==> src/rtl/gpio_port_pkg.sv <==
package gpio_port_pkg;
   typedef enum logic [1:0] {
      SEL_PINS   = 2'd0,
      SEL_DRIVE  = 2'd1,
      SEL_INVERT = 2'd2,
      SEL_DIR    = 2'd3
   } reg_sel_e;

   localparam int NUM_REGS = 4;
endpackage

==> src/rtl/gpio_byte_reg.sv <==
module gpio_byte_reg #(
   parameter int           BYTE_W    = 8,
   parameter logic [BYTE_W-1:0] RST_VAL = '0
) (
   input  logic              clk,
   input  logic              rst_n,
   input  logic              we,
   input  logic [BYTE_W-1:0] d,
   output logic [BYTE_W-1:0] q
);
   always_ff @(posedge clk) begin
      if (!rst_n)  q <= RST_VAL;
      else if (we) q <= d;
   end
endmodule

==> src/rtl/gpio_pin_drv.sv <==
module gpio_pin_drv (
   input  logic drive_bit,
   input  logic dir_bit,
   output logic pad_out,
   output logic pad_oe
);
   always_comb begin
      pad_oe  = ~dir_bit;
      pad_out = drive_bit & ~dir_bit;
   end
endmodule

==> src/rtl/gpio_read_port.sv <==
module gpio_read_port #(
   parameter int BYTE_W = 8,
   parameter int PIN_W  = 4
) (
   input  logic              clk,
   input  logic              rst_n,
   input  logic              rd_req,
   input  logic [1:0]        sel,
   input  logic [PIN_W-1:0]  pins,
   input  logic [BYTE_W-1:0] drive_q,
   input  logic [BYTE_W-1:0] invert_q,
   input  logic [BYTE_W-1:0] dir_q,
   output logic [BYTE_W-1:0] rd_data
);
   import gpio_port_pkg::*;
   localparam int FILL_W = BYTE_W - PIN_W;

   logic [BYTE_W-1:0] pin_view;
   logic [BYTE_W-1:0] sel_byte;

   always_comb begin
      pin_view = {{FILL_W{1'b1}}, pins ^ invert_q[PIN_W-1:0]};
      unique case (reg_sel_e'(sel))
         SEL_PINS:   sel_byte = pin_view;
         SEL_DRIVE:  sel_byte = drive_q;
         SEL_INVERT: sel_byte = invert_q;
         default:    sel_byte = dir_q;
      endcase
   end

   always_ff @(posedge clk) begin
      if (!rst_n)      rd_data <= '0;
      else if (rd_req) rd_data <= sel_byte;
   end
endmodule

==> src/rtl/gpio_port_bank.sv <==
module gpio_port_bank #(
   parameter int BYTE_W = 8,
   parameter int PIN_W  = 4
) (
   input  logic              clk,
   input  logic              rst_n,
   input  logic [1:0]        reg_sel,
   input  logic              wr_en,
   input  logic [BYTE_W-1:0] wr_data,
   input  logic              rd_req,
   output logic [BYTE_W-1:0] rd_data,
   input  logic [PIN_W-1:0]  pin_in,
   output logic [PIN_W-1:0]  pin_out,
   output logic [PIN_W-1:0]  pin_oe
);
   import gpio_port_pkg::*;

   localparam logic [BYTE_W-1:0] ONES  = {BYTE_W{1'b1}};
   localparam logic [BYTE_W-1:0] ZEROS = {BYTE_W{1'b0}};

   if (PIN_W < 1 || PIN_W >= BYTE_W) begin : g_bad_width
      $error("gpio_port_bank: PIN_W must be in 1..BYTE_W-1");
   end
   if (NUM_REGS != 4) begin : g_bad_regs
      $error("gpio_port_bank: pointer decode assumes four registers");
   end

   logic [BYTE_W-1:0] reg_q [1:NUM_REGS-1];

   for (genvar k = 1; k < NUM_REGS; k++) begin : g_reg
      localparam logic [BYTE_W-1:0] RV = (k == int'(SEL_INVERT)) ? ZEROS : ONES;
      gpio_byte_reg #(.BYTE_W(BYTE_W), .RST_VAL(RV)) u_reg (
         .clk   (clk),
         .rst_n (rst_n),
         .we    (wr_en && (reg_sel == 2'(k))),
         .d     (wr_data),
         .q     (reg_q[k])
      );
   end

   for (genvar i = 0; i < PIN_W; i++) begin : g_pin
      gpio_pin_drv u_drv (
         .drive_bit (reg_q[SEL_DRIVE][i]),
         .dir_bit   (reg_q[SEL_DIR][i]),
         .pad_out   (pin_out[i]),
         .pad_oe    (pin_oe[i])
      );
   end

   gpio_read_port #(.BYTE_W(BYTE_W), .PIN_W(PIN_W)) u_rd (
      .clk      (clk),
      .rst_n    (rst_n),
      .rd_req   (rd_req),
      .sel      (reg_sel),
      .pins     (pin_in),
      .drive_q  (reg_q[SEL_DRIVE]),
      .invert_q (reg_q[SEL_INVERT]),
      .dir_q    (reg_q[SEL_DIR]),
      .rd_data  (rd_data)
   );
endmodule

==> config.mk <==
export PLATFORM = sky130hd
export DESIGN_NAME = gpio_port_bank
export DESIGN_NICKNAME = d
export VERILOG_FILES = /design/src/rtl/gpio_port_pkg.sv /design/src/rtl/gpio_byte_reg.sv /design/src/rtl/gpio_pin_drv.sv /design/src/rtl/gpio_read_port.sv /design/src/rtl/gpio_port_bank.sv
export SDC_FILE = /design/constraint.sdc
export NUM_CORES = 1
export LEC_CHECK = 0
export BUFFER_PORTS_ARGS = -buffer_cell sky130_fd_sc_hd__clkbuf_2
export CORE_MARGIN = 3
export CORE_UTILIZATION = 30
export CTS_CLUSTER_DIAMETER = 60
export DETAILED_ROUTE_END_ITERATION = 8
export PLACE_DENSITY_LB_ADDON = 0.05
export SYNTH_ARGS = -nofsm -noshare
export SYNTH_HDL_FRONTEND = slang
export SYNTH_HIERARCHICAL = 1
export SYNTH_SLANG_ARGS = --single-unit
==> constraint.sdc <==
create_clock -name clk -period 1.85 [get_ports clk]
set_input_delay 0.4625 -clock clk [delete_from_list [all_inputs] [get_ports clk]]
set_output_delay 0.4625 -clock clk [all_outputs]
set_load 0.01 [all_outputs]
# Word level (Yosys, flattened, before mapping)
# Cells that the tools add are included.
[word_totals]
regBits = 32
[classes]
n_eq_ne = 3
n_mux = 1
bitwise = 9
reduce_logical = 4
[op_table]
columns = ["cell", "n"]
rows = [
  ["$pmux 8 s3", 1],
  ["$and 1x1->1", 4],
  ["$eq 2x2->1 const B", 2],
  ["$not 1->1", 4],
  ["$xor 4x4->4", 1],
  ["$logic_and 1x1->1", 3],
  ["$eq 2x1->1 const B", 1],
  ["$logic_not 2->1", 1],
]

# Longest topological paths before layout
# Gate-level depths: netlist (run 1).
[logic_depth]
word_depth = 2
depth_mapped = 5
ltp_nobuf = 4

# Cells and area by module
# Netlist (run 1), hierarchy kept.
[by_module_without_submodules]
columns = ["mod", "n_inst", "cells_per_inst", "area_each_um2", "seq_area_each_um2"]
rows = [
  ["gpio_byte_reg (g_reg[1].u_reg ...)", 2, 26, 285.3, 160.2],
  ["gpio_read_port", 1, 61, 525.5, 160.2],
  ["gpio_byte_reg (g_reg[2].u_reg)", 1, 25, 301.5, 160.2],
  ["gpio_pin_drv", 4, 2, 10.0, 0.0],
  ["gpio_port_bank", 1, 3, 25.0, 0.0],
]

# Worst setup path after synthesis (run 1)
# Ideal clock, no wire load.
[synth_timing]
path_kind = "input port to flip-flop"
startpoint = "input port reg_sel[1]"
endpoint = "register u_rd.rd_data[1]"
setup_time_ns = 0.116
t_arrival_ns = 1.212
required_time_ns = 1.734
slack_ns = 0.522
cell_stages = 5
path_buffers = 1
path_cell_list = "buf_2 > or2_2 > o211ai_1 > o211ai_1 > o211a_1"
[synth_via]
elab_chain_len = 2
elab_cells_between_ends = 4
[synth_rtl]
columns = ["element", "line_no", "source"]
rows = [
  ["start, declared", "gpio_port_bank.sv:7", "input logic [1:0] reg_sel,"],
  ["$eq 2x2->1, or another cell as far along", "gpio_read_port.sv:23", "unique case (reg_sel_e'(sel))"],
  ["$pmux 8 s3 (*)", "gpio_read_port.sv:23", ""],
  ["end signal, assigned", "gpio_read_port.sv:33", "else if (rd_req) rd_data <= sel_byte;"],
  ["end, declared", "gpio_read_port.sv:13", "output logic [BYTE_W-1:0] rd_data"],
]
# Every way passes the cells marked *; elsewhere a longest branch is shown, timed or not.
# A chain may end at the register's enable or synchronous reset.

# Final worst setup path (run 1)
[layout_timing]
startpoint = "register g_reg[1].u_reg.q[0]"
endpoint = "output port pin_out[0]"
[layout_via]
elab_chain_len = 1
[layout_rtl]
columns = ["element", "line_no", "source"]
rows = [
  ["start, declared", "gpio_byte_reg.sv:9", "output logic [BYTE_W-1:0] q"],
  ["start signal, assigned", "gpio_byte_reg.sv:12", "if (!rst_n) q <= RST_VAL;"],
  ["start signal, assigned", "gpio_byte_reg.sv:13", "else if (we) q <= d;"],
  ["$and 1x1->1", "gpio_pin_drv.sv:9", "pad_out = drive_bit & ~dir_bit;"],
  ["end, declared", "gpio_port_bank.sv:13", "output logic [PIN_W-1:0] pin_out,"],
]
# No other way between the ends.

==> results of run 1 <==
==> where the power goes <==
part	switching [mW]	total, mW	internal [mW]
logic	0.0970	0.183	0.0864
registers	0.0170	0.737	0.720
clock network	0.248	0.552	0.303
total	0.362	1.47	1.11
==> layer usage <==
layer  GRT usage  up-vias  routed length [um]
li1            -      583                   -
met5           0        -                   0
met3      0.0383       10                 152
met2       0.222       29                1690
met1       0.164      528                1480
met4      0.0777        0                  97
==> state kept, by name, summed over array words and instances (netlist names) <==
name          count
g.u_reg/q        24
u_rd/rd_data      8
==> metrics by stage <==
stage / setup WS (ns) / cells
floorplan: 0.522 / 149
global placement: 0.285 / 244
detailed placement: 0.223 / 244
CTS: 0.455 / 252
global route: 0.395 / 252
finish: 0.476 / 252
==> cell families (layout without fill, tap and decap cells) <==
kind of cell | count (synthesis) | in the layout | synth area share
compound gates | 27 | 27 | 0.127
xor+xnor | 1 | 1 | 0.00599
buf+inv | 13 | 51 | 0.0547
flops | 32 | 32 | 0.438
mux | 31 | 31 | 0.212
simple gates | 45 | 45 | 0.163
==> area by class of cell <==
cell class	instances	area (sq um)	share of cell area
timing repair buffer	38	203	0.114
clock buffer	8	90.1	0.0507
multi-input combinational	104	742	0.418
sequential	32	641	0.361
tap	65	81.3	0.0458
inverter	5	18.8	0.0106
==> cells in the mapped netlist <==
master	n
o211ai_1	2
a21oi_1	4
xnor2_1	1
inv_1	5
buf_6	4
buf_2	1
dfxtp_1	32
and3_2	1
a211oi_1	3
o211a_1	1
nand2_1	20
and3b_1	2
mux2i_1	31
nand2b_1	4
or2_2	1
a21boi_0	2
a21boi_2	1
o21a_1	4
clkbuf_1	1
nor2b_1	17
o21ai_0	7
a211o_1	3
buf_1	2
==> worst reg2reg max path, stage by stage, from the launching register on <==
cell and delay, ns:
dfxtp_1 0.32, or2_2 0.27, o211ai_1 0.09, o211ai_1 0.13, o211a_1 0.14
==> worst max-delay path by stage <==
stage                         from  slack [ns]                  end
2_1_floorplan           reg_sel[1]        0.52      u_rd/rd_data[1]
3_3_place_gp            reg_sel[0]        0.29  g_reg[3].u_reg/q[4]
3_5_place_dp            reg_sel[0]        0.22  g_reg[3].u_reg/q[4]
4_1_cts        g_reg[1].u_reg/q[0]        0.45           pin_out[0]
5_1_grt        g_reg[1].u_reg/q[3]        0.40           pin_out[3]
6_report       g_reg[1].u_reg/q[0]        0.48           pin_out[0]
==> impl_metrics.tcl, run 1 <==
set metrics [dict create \
    status "finished clean" \
    min_to "g_reg[3].u_reg/q[3]" \
    fin_setup_tns_ns 0 \
    synth_top_area_cell "dfxtp_1" \
    grt_antenna_before_repair 0 \
    path_max_fanout 3 \
    wirelength_mm 3.43 \
    hold_viol 0 \
    die_h_um 75.8 \
    r2r_cells 4 \
    worst_setup_path_start_kind "register" \
    wl_per_cell_um 13.6 \
    layout.nets 204 \
    layout_common_cells "clkbuf_2, dfxtp_1, mux2i_1" \
    dpl_cell_area_sq_um 1690 \
    syn_nets 167 \
    cts_buffers 5 \
    r2r_slack_ns 0.81 \
    gp_congestion 0.718 \
    cts.repair.resized 0 \
    grt_use_total 0.138 \
    drc 0 \
    synthCells 149 \
    cts_hold_buf 0 \
    start_util 0.323 \
    portBuffers 33 \
    crit_type "reg -> out" \
    clk_latency_ns 0.28 \
    fillers 489 \
    final_common_cell "clkbuf_2" \
    drt_pass1_iterations 4 \
    core_area_sq_um 4530 \
    ir_drop_mv 0.339 \
    setup_viol 0 \
    required_ns 1.39 \
    yosysWarnings 6 \
    io_pins 34 \
    cp.depth 2 \
    synth_top_cell_area_share 0.438 \
    synthTopCellsByArea "dfxtp_1, mux2i_1, nor2b_1" \
    hold_ws_ns 0.435 \
    design.die.area_sq_um 5750 \
    reg2reg_to "u_rd/rd_data[1]" \
    p_leak_nw 0.773 \
    grt_pass1_vias 1208 \
    total_power_mw 1.47 \
    place_hpwl_mm 2.47 \
    worstMarginPinSlew_ns 0.601 \
    grt_pass1_wl_mm 5.82 \
    synth.avg_cell_area_sq_um 9.82 \
    detail-route-antenna-nets 0 \
    final_util 0.392 \
    ys_seq_elements 32 \
    skew_ns 0.00341 \
    syn_area_sq_um 1460 \
    fin_crit_sh 0.742 \
    num_rows 24 \
    drv_slew 0 \
    grt-ovfl-total 0 \
    die_w_um 75.8 \
    crit_path_end_kind "primary output" \
    synth_cell_types 23 \
    cts_max_level 2 \
    dr.first_iter.drc_count 51 \
    post-cts-setup-buffer-count 0 \
    slew_headroom 0.599 \
    worstHoldStart "wr_data[3]" \
    vias 1150 \
    holdCritPathClass "in -> reg" \
    clk_pin_slew_ns 0.07 \
    cp_top_family "flip-flops" \
    diodes 0 \
    ctsLongestPathBuffers 2 \
    p_per_area_nw_per_um2 829 \
    grt_max_degree 33 \
    cap_violations 0 \
    finalCriticalPeriod_ns 1.37 \
    worstHoldPathCells 3 \
    clock_sinks 32 \
    cts_tree "done" \
    viasPerCell 4.56 \
    finalInstanceArea_sq_um 1780 \
    cpPeakStageDelay_ns 0.36 \
    area_growth_pct 21.4 \
    crit_buf_inv 1 \
    crit_chain "nor2b_1 -> clkbuf_2" \
    synth-seq-area-share 0.438 \
    grt_setup_unrepaired "false" \
    worst_ep_arrival_time_ns 0.91 \
    fmax_mhz 728 \
    critPathSlowestCell "dfxtp_1" \
    rr_startpoint "g_reg[1].u_reg/q[1]" \
    drive_above_1_share 0.251 \
    root_buffer "clkbuf_8" \
]
Power figures use the tool's default switching activity.
==> run 2: changes to the inputs <==
Settings changed: ABC_AREA from default to 1.
Clock period 1.85 ns to 1.3 ns, I/O delays scaled along.
==> impl_metrics.tcl, run 2 <==
set metrics [dict create \
    start_util 0.315 \
    layout_common_cells "nand2_1, clkbuf_2, dfxtp_1" \
    clock_sinks 32 \
    grt_max_degree 18 \
    crit_path_end_kind "primary output" \
    portBuffers 33 \
    path_max_fanout 3 \
    drc 0 \
    cts_tree "done" \
    p_per_area_nw_per_um2 1270 \
    drt_pass1_iterations 4 \
    synthCells 228 \
    synthTopCellsByArea "dfxtp_1, nand2_1, nand3_1" \
    die_w_um 76.9 \
    synth_top_area_cell "dfxtp_1" \
    worstMarginPinSlew_ns 0.360 \
    r2r_cells 6 \
    synth_edf_count 0 \
    ir_drop_mv 0.492 \
    ctsLongestPathBuffers 2 \
    hold_viol 0 \
    clk_pin_slew_ns 0.07 \
    viasPerCell 4.12 \
    place_hpwl_mm 2.86 \
    r2r_slack_ns 0.40 \
    diodes 0 \
    detail-route-antenna-nets 0 \
    drv_slew 0 \
    largest_reg_flops 24 \
    rr_startpoint "g_reg[2].u_reg/q[2]" \
    grt_antenna_before_repair 0 \
    io_pins 34 \
    fmax_mhz 805 \
    total_power_mw 2.34 \
    status "finished clean" \
    final_common_cell "nand2_1" \
    root_buffer "clkbuf_8" \
    synth.avg_cell_area_sq_um 6.61 \
    synth-seq-area-share 0.425 \
    grt_setup_unrepaired "false" \
    fin_crit_sh 0.955 \
    ys_seq_elements 32 \
    area_growth_pct 22.2 \
    grt_use_total 0.135 \
    wirelength_mm 3.82 \
    top_regs "g.u_reg/q x24, u_rd/rd_data x8" \
    async_reset_ff_frac 0 \
    gp_congestion 0.726 \
    skew_ns 0.00665 \
    wl_per_cell_um 11.5 \
    ys.flop_type "dfxtp_1" \
    synth_most_common_cell "nand2_1" \
    yosysWarnings 6 \
    min_to "g_reg[3].u_reg/q[2]" \
    vias 1373 \
    crit_type "reg -> out" \
    clk_latency_ns 0.29 \
    grt_pass1_vias 1218 \
    layout.nets 283 \
    worst_setup_path_start_kind "register" \
    regMostFlops "g.u_reg/q" \
    setup_viol 0 \
    worst_ep_arrival_time_ns 0.92 \
    worstHoldPathCells 3 \
    yosys-top-cells-count "nand2_1, dfxtp_1, inv_1, nor2_1, nand3_1" \
    cts_hold_buf 0 \
    finalCriticalPeriod_ns 1.24 \
    synth_top_cell_area_share 0.425 \
    cap_violations 0 \
    slew_headroom 0.760 \
    worstHoldStart "wr_data[2]" \
    design.die.area_sq_um 5910 \
    grt-ovfl-total 0 \
    dr.first_iter.drc_count 111 \
    required_ns 0.98 \
    drive_above_1_share 0.211 \
    cts_max_level 2 \
    die_h_um 76.9 \
    syn_area_sq_um 1510 \
    core_area_sq_um 4790 \
    p_leak_nw 0.981 \
    reg2reg_to "u_rd/rd_data[2]" \
    fin_setup_tns_ns 0 \
    num_rows 25 \
    grt_pass1_wl_mm 6.30 \
    holdCritPathClass "in -> reg" \
    synth_cell_types 15 \
    syn_nets 246 \
    cts_buffers 5 \
]
-- run 2: cell type report --
class,instances,area (sq um)
clock buffers,5,68.8
repair buffers,38,215
well taps,67,83.8
flip-flops and latches,32,642
clock inverters,3,42.5
inverters,32,120
multi-input cells,156,668
fillers,527,2950
-- run 2: through the flow --
stage	util	hold slack, ns	worst slack (ns)	instances	cell area, sq um
finish	0.385	0.277	0.0580	333	1840
global route	0.385	0.297	0.0165	333	1840
CTS	0.384	0.274	0.0441	333	1840
detailed placement	0.361	0.454	0.0987	325	1730
global placement	0.361	0.450	0.0880	325	1730
floorplan	-	0.424	0.351	228	1510
-- run 2: power breakdown --
part	switching [mW]	leakage [nW]	internal, mW
registers	0.0407	0.263	1.04
logic	0.179	0.664	0.118
clock network	0.394	0.0541	0.567
-- run 2: timing repair --
action | 4_1_cts | 5_1_grt
setup buffers | 0 | 0
endpoints found under the setup margin | 0 | 1
gates resized for setup | 0 | 1
endpoints found under the hold margin | 0 | 0
-- run 2: logic make-up (layout without fill, tap and decap cells) --
kind of cell,after synthesis,after routing,share of synthesized area
AOI/OAI and AO/OA,24,24,0.0831
and+or+nand+nor,132,132,0.360
DFF,32,32,0.425
buffers and inverters,40,78,0.131
-- run 2: worst max-delay path by stage --
stage                        start             endpoint  slack, ns  cells after the start
2_1_floorplan               rd_req      u_rd/rd_data[0]       0.35                      5
3_3_place_gp            reg_sel[1]  g_reg[2].u_reg/q[2]       0.09                      7
3_5_place_dp            reg_sel[1]  g_reg[2].u_reg/q[2]        0.1                      7
4_1_cts        g_reg[1].u_reg/q[3]           pin_out[3]       0.04                      3
5_1_grt        g_reg[1].u_reg/q[1]           pin_out[1]       0.02                      3
6_report       g_reg[1].u_reg/q[3]           pin_out[3]       0.06                      3
-- run 2: worst max-delay path, stage by stage (launching register included) --
cell and delay, ns:
dfxtp_1 0.36, inv_1 0.06, nor2_2 0.08, clkbuf_2 0.13
-- run 2: layer usage --
layer  routed length [um]  up-vias  track usage
met4                   24        0       0.0489
met5                    0        -            0
met2                 1470       35        0.169
li1                     -      776            -
met3                  223        4       0.0469
met1                 2100      558        0.205
==> run 3: changes to the inputs <==
Settings changed: SYNTH_HIERARCHICAL 1 to default.
==> impl_metrics.tcl, run 3 <==
set metrics [dict create \
    syn_nets 220 \
    final_common_cell "nand2_1" \
    clk_latency_ns 0.28 \
    drc 0 \
    wl_per_cell_um 13.0 \
    worst_setup_path_start_kind "register" \
    critPathSlowestCell "dfxtp_1" \
    ir_drop_mv 0.552 \
    synth_edf_count 0 \
    p_sw_uw 553 \
    crit_path_end_kind "primary output" \
    cts_tree "done" \
    place_hpwl_mm 3.10 \
    pwr-share-comb 0.140 \
    detail-route-antenna-nets 0 \
    area_growth_pct 22.5 \
    diodes 0 \
    clock_sinks 32 \
    crit_type "reg -> out" \
    total_power_mw 2.18 \
    grt_max_degree 13 \
    status "finished clean" \
    required_ns 0.98 \
    yosysWarnings 0 \
    crit_buf_inv 2 \
    power_frac_clock 0.370 \
    grt-ovfl-total 0 \
    switching_share 0.253 \
    fin_crit_sh 0.945 \
    design.die.area_sq_um 5780 \
    portBuffers 33 \
    synth_top_area_cell "dfxtp_1" \
    grt_setup_unrepaired "false" \
    die_w_um 76.0 \
    p_int_mw 1.63 \
    synth_cell_types 20 \
    yosys-top-cells-count "nand2_1, dfxtp_1, a21oi_1, inv_1, nand3_1" \
    grt_pass1_wl_mm 6.88 \
    fmax_mhz 814 \
    largest_reg_flops 24 \
    ys.flop_type "dfxtp_1" \
    cap_violations 0 \
    clk_pin_slew_ns 0.06 \
    grt_use_total 0.150 \
    synth-seq-area-share 0.436 \
    dr.first_iter.drc_count 82 \
    die_h_um 76.0 \
    cts_max_level 2 \
    worst_ep_arrival_time_ns 0.90 \
    num_rows 24 \
    synthCells 202 \
    synth_most_common_cell "nand2_1" \
    slew_headroom 0.722 \
    top_regs "g.u_reg.q x24, u_rd.rd_data x8" \
    p_leak_nw 0.898 \
    multi_input_area_sq_um 629 \
    synth_top_cell_area_share 0.436 \
    p_seq_frac 0.489 \
    fin_setup_tns_ns 0 \
    ff_latch_area_sq_um 641 \
    drt_pass1_iterations 4 \
    cpPeakStageDelay_ns 0.34 \
    gp_congestion 0.774 \
    skew_ns 0.00287 \
    p_per_area_nw_per_um2 1210 \
    syn_area_sq_um 1470 \
    regMostFlops "g.u_reg.q" \
    grt_antenna_before_repair 0 \
    async_reset_ff_frac 0 \
    drv_slew 0 \
    cts_hold_buf 0 \
    holdCritPathClass "in -> reg" \
    crit_chain "inv_1 -> nor2_1 -> clkbuf_2" \
    start_util 0.324 \
    cts_buffers 5 \
    ys_seq_elements 32 \
    drive_above_1_share 0.247 \
    root_buffer "clkbuf_8" \
    core_area_sq_um 4530 \
    synthTopCellsByArea "dfxtp_1, nand2_1, a21oi_1" \
    layout.nets 257 \
    layout_common_cells "nand2_1, dfxtp_1, clkbuf_2" \
    wirelength_mm 3.94 \
    io_pins 34 \
    vias 1397 \
    setup_viol 0 \
    viasPerCell 4.60 \
    worstMarginPinSlew_ns 0.416 \
    ctsLongestPathBuffers 2 \
    path_max_fanout 2 \
    fillers 484 \
    cp_top_family "flip-flops" \
    grt_pass1_vias 1407 \
    synth.avg_cell_area_sq_um 7.28 \
    hold_viol 0 \
    finalCriticalPeriod_ns 1.23 \
]
run 3: cell types whose count changed after synthesis, moves of 6 or more:
cell	previous run	this run
o21ai_0	12	18
a21oi_1	8	24
nand2_1	73	49
inv_1	30	23
buf_4	0	9
nor2_1	28	5
run 3: layout make-up:
class,instances,area share
inverters,24,0.0500
multi-input cells,130,0.350
well taps,65,0.0452
repair buffers,46,0.146
flip-flops and latches,32,0.356
clock buffers,7,0.0535
run 3: logic make-up after synthesis:
group	synth area share
simple gates	0.238
buf+inv	0.136
flops	0.436
compound gates	0.190
run 3: what timing repair did:
action	in CTS	in global routing
gates resized for setup	0	1
setup buffers	0	0
setup endpoints to repair	0	1
run 3: tightest hold or removal path, stage by stage:
cell      delay [ns]
clkbuf_2        0.11
nand2_1         0.05
nand3_1         0.05
run 3: final timing paths:
path,to,from,slack (ns),cells after the start
min reg2reg,g_reg[2].u_reg.q[5],g_reg[2].u_reg.q[5],0.46,2
max reg2reg,u_rd.rd_data[3],g_reg[2].u_reg.q[3],0.42,6
max,pin_out[2],g_reg[1].u_reg.q[2],0.07,3
min,g_reg[1].u_reg.q[4],wr_data[4],0.29,3
run 3: power by group through the flow:
stage          Clock (mW)  Combinational, mW  Sequential (mW)
3_5_place_dp            0              0.310             1.09
6_report            0.809              0.306             1.07
3_3_place_gp            0              0.309             1.09
5_1_grt             0.898              0.350             1.08
4_1_cts             0.834              0.311             1.07
2_1_floorplan           0              0.184             1.09
run 3: layer usage:
layer	GRT usage	wire [um]	up-vias
li1	-	-	728
met1	0.207	2000	629
met2	0.228	1710	35
met3	0.0508	206	5
met4	0.0326	31	0
met5	0	0	-
run 3: per-stage QoR:
step	setup slack (ns)	utilization	hold WS (ns)	area, sq um	instances
final	0.0712	0.397	0.293	1800	304
after global routing	0.00172	0.397	0.302	1800	304
after CTS	0.0530	0.397	0.288	1800	304
after detailed placement	0.0117	0.376	0.454	1700	297
after global placement	0.0244	0.376	0.451	1700	297
after floorplan	0.193	-	0.429	1470	202
